### src/rtl/irq_cond_pkg.sv
package irq_cond_pkg;
  localparam int unsigned CTRL_W     = 16;
  localparam int unsigned NUM_LINES  = 5;
  localparam int unsigned NUM_EDGE   = 4;
  localparam int unsigned LVL_POL_HI = 7;

  function automatic int unsigned pol_idx(input int unsigned l);
    return (l < NUM_EDGE) ? (CTRL_W - 1 - l) : (LVL_POL_HI - (l - NUM_EDGE));
  endfunction

  function automatic int unsigned mode_idx(input int unsigned l);
    return CTRL_W - 1 - NUM_EDGE - l;
  endfunction

  function automatic logic [CTRL_W-1:0] ctrl_mask();
    logic [CTRL_W-1:0] m;
    m = '0;
    for (int unsigned l = 0; l < NUM_LINES; l++) begin
      m[pol_idx(l)] = 1'b1;
      if (l < NUM_EDGE) m[mode_idx(l)] = 1'b1;
    end
    return m;
  endfunction
endpackage

### src/rtl/irq_cond_sync.sv
module irq_cond_sync #(
  parameter int unsigned WIDTH   = 5,
  parameter int unsigned PRE_W   = 4,
  parameter int unsigned STAGES  = 2,
  parameter logic [WIDTH-1:0] RST_VAL = '1
) (
  input  logic             clk_i,
  input  logic             rst_ni,
  input  logic [WIDTH-1:0] d_i,
  output logic [WIDTH-1:0] q_o,
  output logic [PRE_W-1:0] pre_o
);
  logic [WIDTH-1:0] stg_q [STAGES];

  always_ff @(posedge clk_i or negedge rst_ni) begin
    if (!rst_ni) begin
      for (int s = 0; s < STAGES; s++) stg_q[s] <= RST_VAL;
    end else begin
      stg_q[0] <= d_i;
      for (int s = 1; s < STAGES; s++) stg_q[s] <= stg_q[s-1];
    end
  end

  assign q_o   = stg_q[STAGES-1];
  // value the last stage takes on the next edge
  assign pre_o = stg_q[STAGES-2][PRE_W-1:0];
endmodule

### src/rtl/irq_cond_regs.sv
module irq_cond_regs
  import irq_cond_pkg::*;
#(
  parameter int unsigned ADDR_W = 2,
  parameter logic [ADDR_W-1:0] CTRL_ADDR = '0,
  parameter logic [ADDR_W-1:0] STAT_ADDR = ADDR_W'(1)
) (
  input  logic                clk_i,
  input  logic                rst_ni,
  input  logic [ADDR_W-1:0]   addr_i,
  input  logic                we_i,
  input  logic [CTRL_W-1:0]   wdata_i,
  input  logic [NUM_EDGE-1:0] set_i,
  output logic [CTRL_W-1:0]   rdata_o,
  output logic [CTRL_W-1:0]   ctrl_o,
  output logic [NUM_EDGE-1:0] stat_o,
  output logic                ctrl_wr_o
);
  localparam logic [CTRL_W-1:0] MASK = ctrl_mask();

  logic [CTRL_W-1:0]   ctrl_q;
  logic [NUM_EDGE-1:0] stat_q, clr;
  logic                stat_wr;

  assign ctrl_wr_o = we_i && (addr_i == CTRL_ADDR);
  assign stat_wr   = we_i && (addr_i == STAT_ADDR);
  assign clr       = stat_wr ? wdata_i[NUM_EDGE-1:0] : '0;

  always_ff @(posedge clk_i or negedge rst_ni) begin
    if (!rst_ni) begin
      ctrl_q <= '0;
      stat_q <= '0;
    end else begin
      if (ctrl_wr_o) ctrl_q <= wdata_i & MASK;
      stat_q <= (stat_q & ~clr) | set_i;  // set wins over clear
    end
  end

  always_comb begin
    rdata_o = '0;
    if (addr_i == CTRL_ADDR)      rdata_o = ctrl_q;
    else if (addr_i == STAT_ADDR) rdata_o[NUM_EDGE-1:0] = stat_q;
  end

  assign ctrl_o = ctrl_q;
  assign stat_o = stat_q;
endmodule

### src/rtl/irq_cond_edge.sv
module irq_cond_edge (
  input  logic clk_i,
  input  logic rst_ni,
  input  logic s_i,
  input  logic s_nxt_i,
  input  logic pol_i,
  input  logic edge_i,
  input  logic reload_i,
  input  logic stat_i,
  output logic set_o,
  output logic prev_o,
  output logic pend_o
);
  logic prev_q;

  // on a control write, align prev with the sample that arrives next
  always_ff @(posedge clk_i or negedge rst_ni) begin
    if (!rst_ni)       prev_q <= 1'b1;
    else if (reload_i) prev_q <= s_nxt_i;
    else               prev_q <= s_i;
  end

  assign set_o  = edge_i && (pol_i ? (s_i && !prev_q) : (!s_i && prev_q));
  assign pend_o = edge_i ? stat_i : (s_i == pol_i);
  assign prev_o = prev_q;
endmodule

### src/rtl/irq_cond.sv
module irq_cond
  import irq_cond_pkg::*;
#(
  parameter int unsigned ADDR_W = 2,
  parameter logic [ADDR_W-1:0] CTRL_ADDR = '0,
  parameter logic [ADDR_W-1:0] STAT_ADDR = ADDR_W'(1),
  parameter int unsigned SYNC_STAGES = 2
) (
  input  logic                 clk_i,
  input  logic                 rst_ni,
  input  logic [NUM_LINES-1:0] irq_i,
  input  logic [ADDR_W-1:0]    addr_i,
  input  logic                 we_i,
  input  logic [CTRL_W-1:0]    wdata_i,
  output logic [CTRL_W-1:0]    rdata_o,
  output logic [NUM_LINES-1:0] pend_o
);
  logic [NUM_LINES-1:0] sync_s;
  logic [NUM_EDGE-1:0]  sync_pre, stat_q, set_s, prev_s;
  logic [CTRL_W-1:0]    ctrl_q;
  logic                 ctrl_wr;

  irq_cond_sync #(
    .WIDTH(NUM_LINES), .PRE_W(NUM_EDGE), .STAGES(SYNC_STAGES), .RST_VAL('1)
  ) u_sync (
    .clk_i(clk_i), .rst_ni(rst_ni), .d_i(irq_i), .q_o(sync_s), .pre_o(sync_pre)
  );

  irq_cond_regs #(
    .ADDR_W(ADDR_W), .CTRL_ADDR(CTRL_ADDR), .STAT_ADDR(STAT_ADDR)
  ) u_regs (
    .clk_i(clk_i), .rst_ni(rst_ni), .addr_i(addr_i), .we_i(we_i),
    .wdata_i(wdata_i), .set_i(set_s), .rdata_o(rdata_o), .ctrl_o(ctrl_q),
    .stat_o(stat_q), .ctrl_wr_o(ctrl_wr)
  );

  for (genvar l = 0; l < NUM_EDGE; l++) begin : g_edge
    irq_cond_edge u_line (
      .clk_i(clk_i), .rst_ni(rst_ni),
      .s_i(sync_s[l]), .s_nxt_i(sync_pre[l]),
      .pol_i(ctrl_q[pol_idx(l)]), .edge_i(ctrl_q[mode_idx(l)]),
      .reload_i(ctrl_wr), .stat_i(stat_q[l]),
      .set_o(set_s[l]), .prev_o(prev_s[l]), .pend_o(pend_o[l])
    );
  end

  for (genvar l = NUM_EDGE; l < NUM_LINES; l++) begin : g_level
    assign pend_o[l] = (sync_s[l] == ctrl_q[pol_idx(l)]);
  end
endmodule

### config.mk
export PLATFORM = sky130hd
export DESIGN_NAME = irq_cond
export DESIGN_NICKNAME = d
export VERILOG_FILES = /design/src/rtl/irq_cond_pkg.sv /design/src/rtl/irq_cond_sync.sv /design/src/rtl/irq_cond_regs.sv /design/src/rtl/irq_cond_edge.sv /design/src/rtl/irq_cond.sv
export SDC_FILE = /design/constraint.sdc
export NUM_CORES = 1
export LEC_CHECK = 0
export ABC_AREA = 1
export BUFFER_PORTS_ARGS = -buffer_cell sky130_fd_sc_hd__buf_4
export CAP_MARGIN = 40
export CORE_ASPECT_RATIO = 0.7
export CORE_MARGIN = 4
export CORE_UTILIZATION = 40
export DETAILED_ROUTE_END_ITERATION = 12
export PLACE_DENSITY_LB_ADDON = 0.1
export SYNTH_ARGS = -nofsm -noshare
export SYNTH_HDL_FRONTEND = slang
export SYNTH_SLANG_ARGS = --single-unit
### constraint.sdc
create_clock -name clk_i -period 1.55 [get_ports clk_i]
set_clock_uncertainty 0.2 [all_clocks]
set_input_delay 0.2325 -clock clk_i [delete_from_list [all_inputs] [get_ports clk_i]]
set_output_delay 0.2325 -clock clk_i [all_outputs]
set_load 0.01 [all_outputs]
# == After elaboration in Yosys (flattened, before gate mapping) ==
# Cells that the tools add are included.
# word_totals
out_inout_bits,21
input_bits,26
ff_bits,27
wordCells,56
# classes
mux,16
n_eq_ne,6
reduce_logical,23
bitwise_logic,3
# ops
cell,n
logical AND 1 bit,14
two-way mux 1 bit,12
two-way mux 12 bit,1
two-way mux 4 bit,3
logical NOT 1 bit,8
== test 1 bit,5
AND 4 bit,1
inverter 4 bit,1
bitwise OR 4 bit,1
== test 2 x 1 -> 1 bit (second input constant),1
logical NOT 2 bit,1

# == Longest topological paths before layout ==
# logic_depth
word_depth,6
depth_mapped,5
depth_no_buf,4

# == Cells and area by module ==
# A second synthesis with hierarchy kept.
# unflattened
hier_cells,195
area_unflattened_um2,1430.1
# modules_own_cells
mod,area_each_um2,n_inst,cells_per_inst
irq_cond_regs,715.7,1,99
irq_cond_edge,91.3,4,18
irq_cond_sync,330.3,1,19
irq_cond,18.8,1,5

# == Least setup slack after synthesis ==
# OpenSTA, ideal clock, no wires.
# synth_timing
path_kind,register to output
from,"register u_sync.stg_q, in the netlist u_sync.q_o[3]"
to,output port pend_o[3]
path_buffers,1
path_stages_with_launch,4
arrival_time_ns,0.866
setup_slack_ns,0.252
required_time_ns,1.117
cell_sequence,dfstp_2 > nand2_1 > a31oi_1 > buf_4
# synth_between
elab_chain_cells,2
# synth_rtl
item,line_no,source
from (decl),irq_cond_sync.sv:13,logic [WIDTH-1:0] stg_q [STAGES];
== test 1 bit,irq_cond_edge.sv:24,assign pend_o = edge_i ? stat_i : (s_i == pol_i);
two-way mux 1 bit,irq_cond_edge.sv:24,
to (decl),irq_cond.sv:16,output logic [NUM_LINES-1:0] pend_o
# No other way between the ends.

# == Final worst setup path ==
# Ends and elaborated chain as after synthesis.

==> out/qor.csv <==
metric,value,unit
# rows,16,
PwrDens,959,nW/um2
CP Max Fanout,4,
die area,4230,um2
RSZ-0062 raised after global routing,yes,
Final Hold Fails,0,
post-synthesis adder-cell area fraction,0,%
post-synthesis mux area share,0,%
Overall Global Routing Usage,14.1,%
syn_area_per_cell,8.21,um2
Synth Area in XOR/XNOR,0.675,%
Post-Place Cell Area,1570,um2
Reg power frac,51.1,%
CTS H-tree depth,1,
total number of vias,1135,
Critical Path Sink Type,output pin,
Clock Sinks,27,
CTS tree,built,
IO buf count,40,
critical path data arrival time,1170,ps
violated checks,setup timing,
"Buf+Inv Stages, Crit Path",1,
synth unique cells,18,
Final Cell Area,1800,um2
setup ws final,-56.5,ps
Starting DRT DRC Count,30,
Syn Std Cell Area,1300,um2
f_max,622,MHz
largest family of logic cells by synthesized area,simple AND/OR/NAND/NOR gates,
compound-cell area share of the yosys netlist,3.47,%
largest net degree at the start of global routing,28,
P&R area growth vs syn,38.9,%
Net Sw Power,500,uW
Max-Cap Viols,0,
area of the multi-input gates,468,um2
CTS max path bufs,2,
cts bufs inserted,3,
required time of the worst setup path,1120,ps
fin util,61.2,%
simple-gate portion of the synthesized area,28.9,%
first-pass GRT wire length,4980,um
Top delay family on crit path,flip-flops,
crit path cell chain,nand2_2 -> a31oi_4 -> buf_6,
GP Congestion,0.814,
Final ANT Viol Nets,0,
final setup vio count,4,
sw frac,29.0,%
Core Box Area,2940,um2
final wirelength,2920,um
fill count,283,
Final nets,238,
Startpoint Class,register,
"commonest cells after routing, fill and taps aside","buf_4, nand2_1, inv_1",
vias in the first global route,1119,
Congestion Overflow GR,0,
Slowest cell on crit path,dfstp_2,
cell internal pwr,1.23,mW
Die Wd,76.1,um
Pins Over Slew Limit,0,
# IOs,47,
register area,693,um2
via/cell ratio,4.60,
leakage power,0.964,nW
Logic pwr share,27.0,%
initial antenna violation count,0,
Post-Synthesis Cells,158,
outcome,"finished, violations left",
clk_lat worst skew,260,ps
sequential-to-total area share from yosys stat,53.4,%
DR WL/cell,11.8,um
fin crit period,1610,ps
DIE HEIGHT,55.7,um
Synth Warn #,0,
initial core utilization,44.1,%
maximum VDD drop,0.629,mV
Crit path largest cell delay,560,ps
"commonest non-fill, non-tap cell in the layout",buf_4,
CP Class,reg2out,
n_diodes,0,
share of layout cells above drive strength 1,36.0,%
#FFs+latches synth,27,
Worst Hold Class,in2reg,
period utilization,104,%
clock network power share,21.8,%
dpl hpwl,2060,um
CTS clock-pin slew for the worst setup and hold paths,80,ps
DR DRC count,0,
CTS Root Cell,clkbuf_8,
DRT Pass-1 Iters,4,
## registers in the layout, indices dropped and copies added (netlist names)
signal,cells
g_edge.u_line.prev_o,4
u_regs.ctrl_o,9
u_regs.stat_o,4
u_sync.pre_o,4
u_sync.q_o,5
u_sync.stg_q,1
## cells in the mapped netlist
master,count,area share (%)
nand2_1,46,13
inv_1,22,6.4
nand3_1,17,6.6
nor2_1,17,4.9
dfstp_2,14,28
dfrtp_1,13,25
buf_4,7,4.1
a31oi_1,4,1.9
nand4_1,4,1.9
o21ai_0,4,1.5
buf_2,2,0.77
buf_6,2,1.7
conb_1,1,0.29
inv_2,1,0.29
nand2_2,1,0.48
nand2_4,1,0.87
nor2_4,1,0.87
xnor2_1,1,0.68
## metrics by stage
stage	TNS, ps	hold WS, ps	total power [mW]	setup WS [ps]	instances
after CTS	-208	1.23	1.71	-87.6	245
after global placement	0	-40.5	1.28	191	226
after floorplan	0	-263	1.13	252	160
after detailed placement	0	-41.7	1.29	168	226
final	-147	4.32	1.73	-56.5	247
after global routing	-419	1.22	1.84	-119	247
## logic make-up (layout without fill, tap and decap cells)
| kind of cell | after synthesis | count (layout) |
|---|---|---|
| flip-flops | 27 | 27 |
| AO/OA/AOI/OAI | 8 | 8 |
| other | 1 | 3 |
| AND/OR/NAND/NOR | 87 | 87 |
| buffers and inverters | 34 | 85 |
| XOR/XNOR | 1 | 1 |
## path summary, 6_finish.rpt
path / start / end / slack (ps) / cells past startpoint
setup / recovery: u_sync.q_o[3] / pend_o[3] / -60 / 3
min in group asynchronous: rst_ni / u_regs.ctrl_o[12] / 210 / 2
hold / removal: wdata_i[10] / u_regs.ctrl_o[10] / 4 / 3
setup reg to reg: u_sync.q_o[0] / u_regs.stat_o[0] / 350 / 5
max in group asynchronous: rst_ni / u_sync.pre_o[2] / 640 / 2
hold reg to reg: u_sync.stg_q[9] / u_sync.q_o[4] / 160 / 0
## power groups by stage
| stage | Sequential (mW) | Combinational [mW] | Clock, mW |
|---|---|---|---|
| after floorplan | 0.871 | 0.263 | 0 |
| after global placement | 0.887 | 0.388 | 0 |
| after detailed placement | 0.892 | 0.398 | 0 |
| after CTS | 0.884 | 0.436 | 0.394 |
| after global routing | 0.896 | 0.525 | 0.421 |
| final | 0.883 | 0.467 | 0.377 |
## cell type report
cell class | instances | area share [%]
Clock buffer | 4 | 2.50
Multi-Input combinational cell | 99 | 26.0
Tap cell | 36 | 2.50
Sequential cell | 27 | 38.5
Timing Repair Buffer | 58 | 25.8
Inverter | 23 | 4.79
## tightest hold or removal path: stages
cell and delay, ps:
buf_4 80, nand3_1 60, nand2_1 70
## routing by layer
layer	vias up	track usage [%]	wire length (um)
met3	4	4.69	200
met4	0	2.49	23
met1	516	18.5	1390
met5	-	0	0
li1	583	-	-
met2	32	23.2	1310
## what timing repair did
item | in CTS | in global routing
hold endpoints to repair | 36 | 0
buffers inserted | 5 | 2
setup endpoints to repair | 4 | 4
hold buffers | 10 | 0
gates cloned | 0 | 0
gates resized for setup | 4 | 5
pin swaps | 4 | 1
No activity file was read; power rests on OpenSTA's default activity.
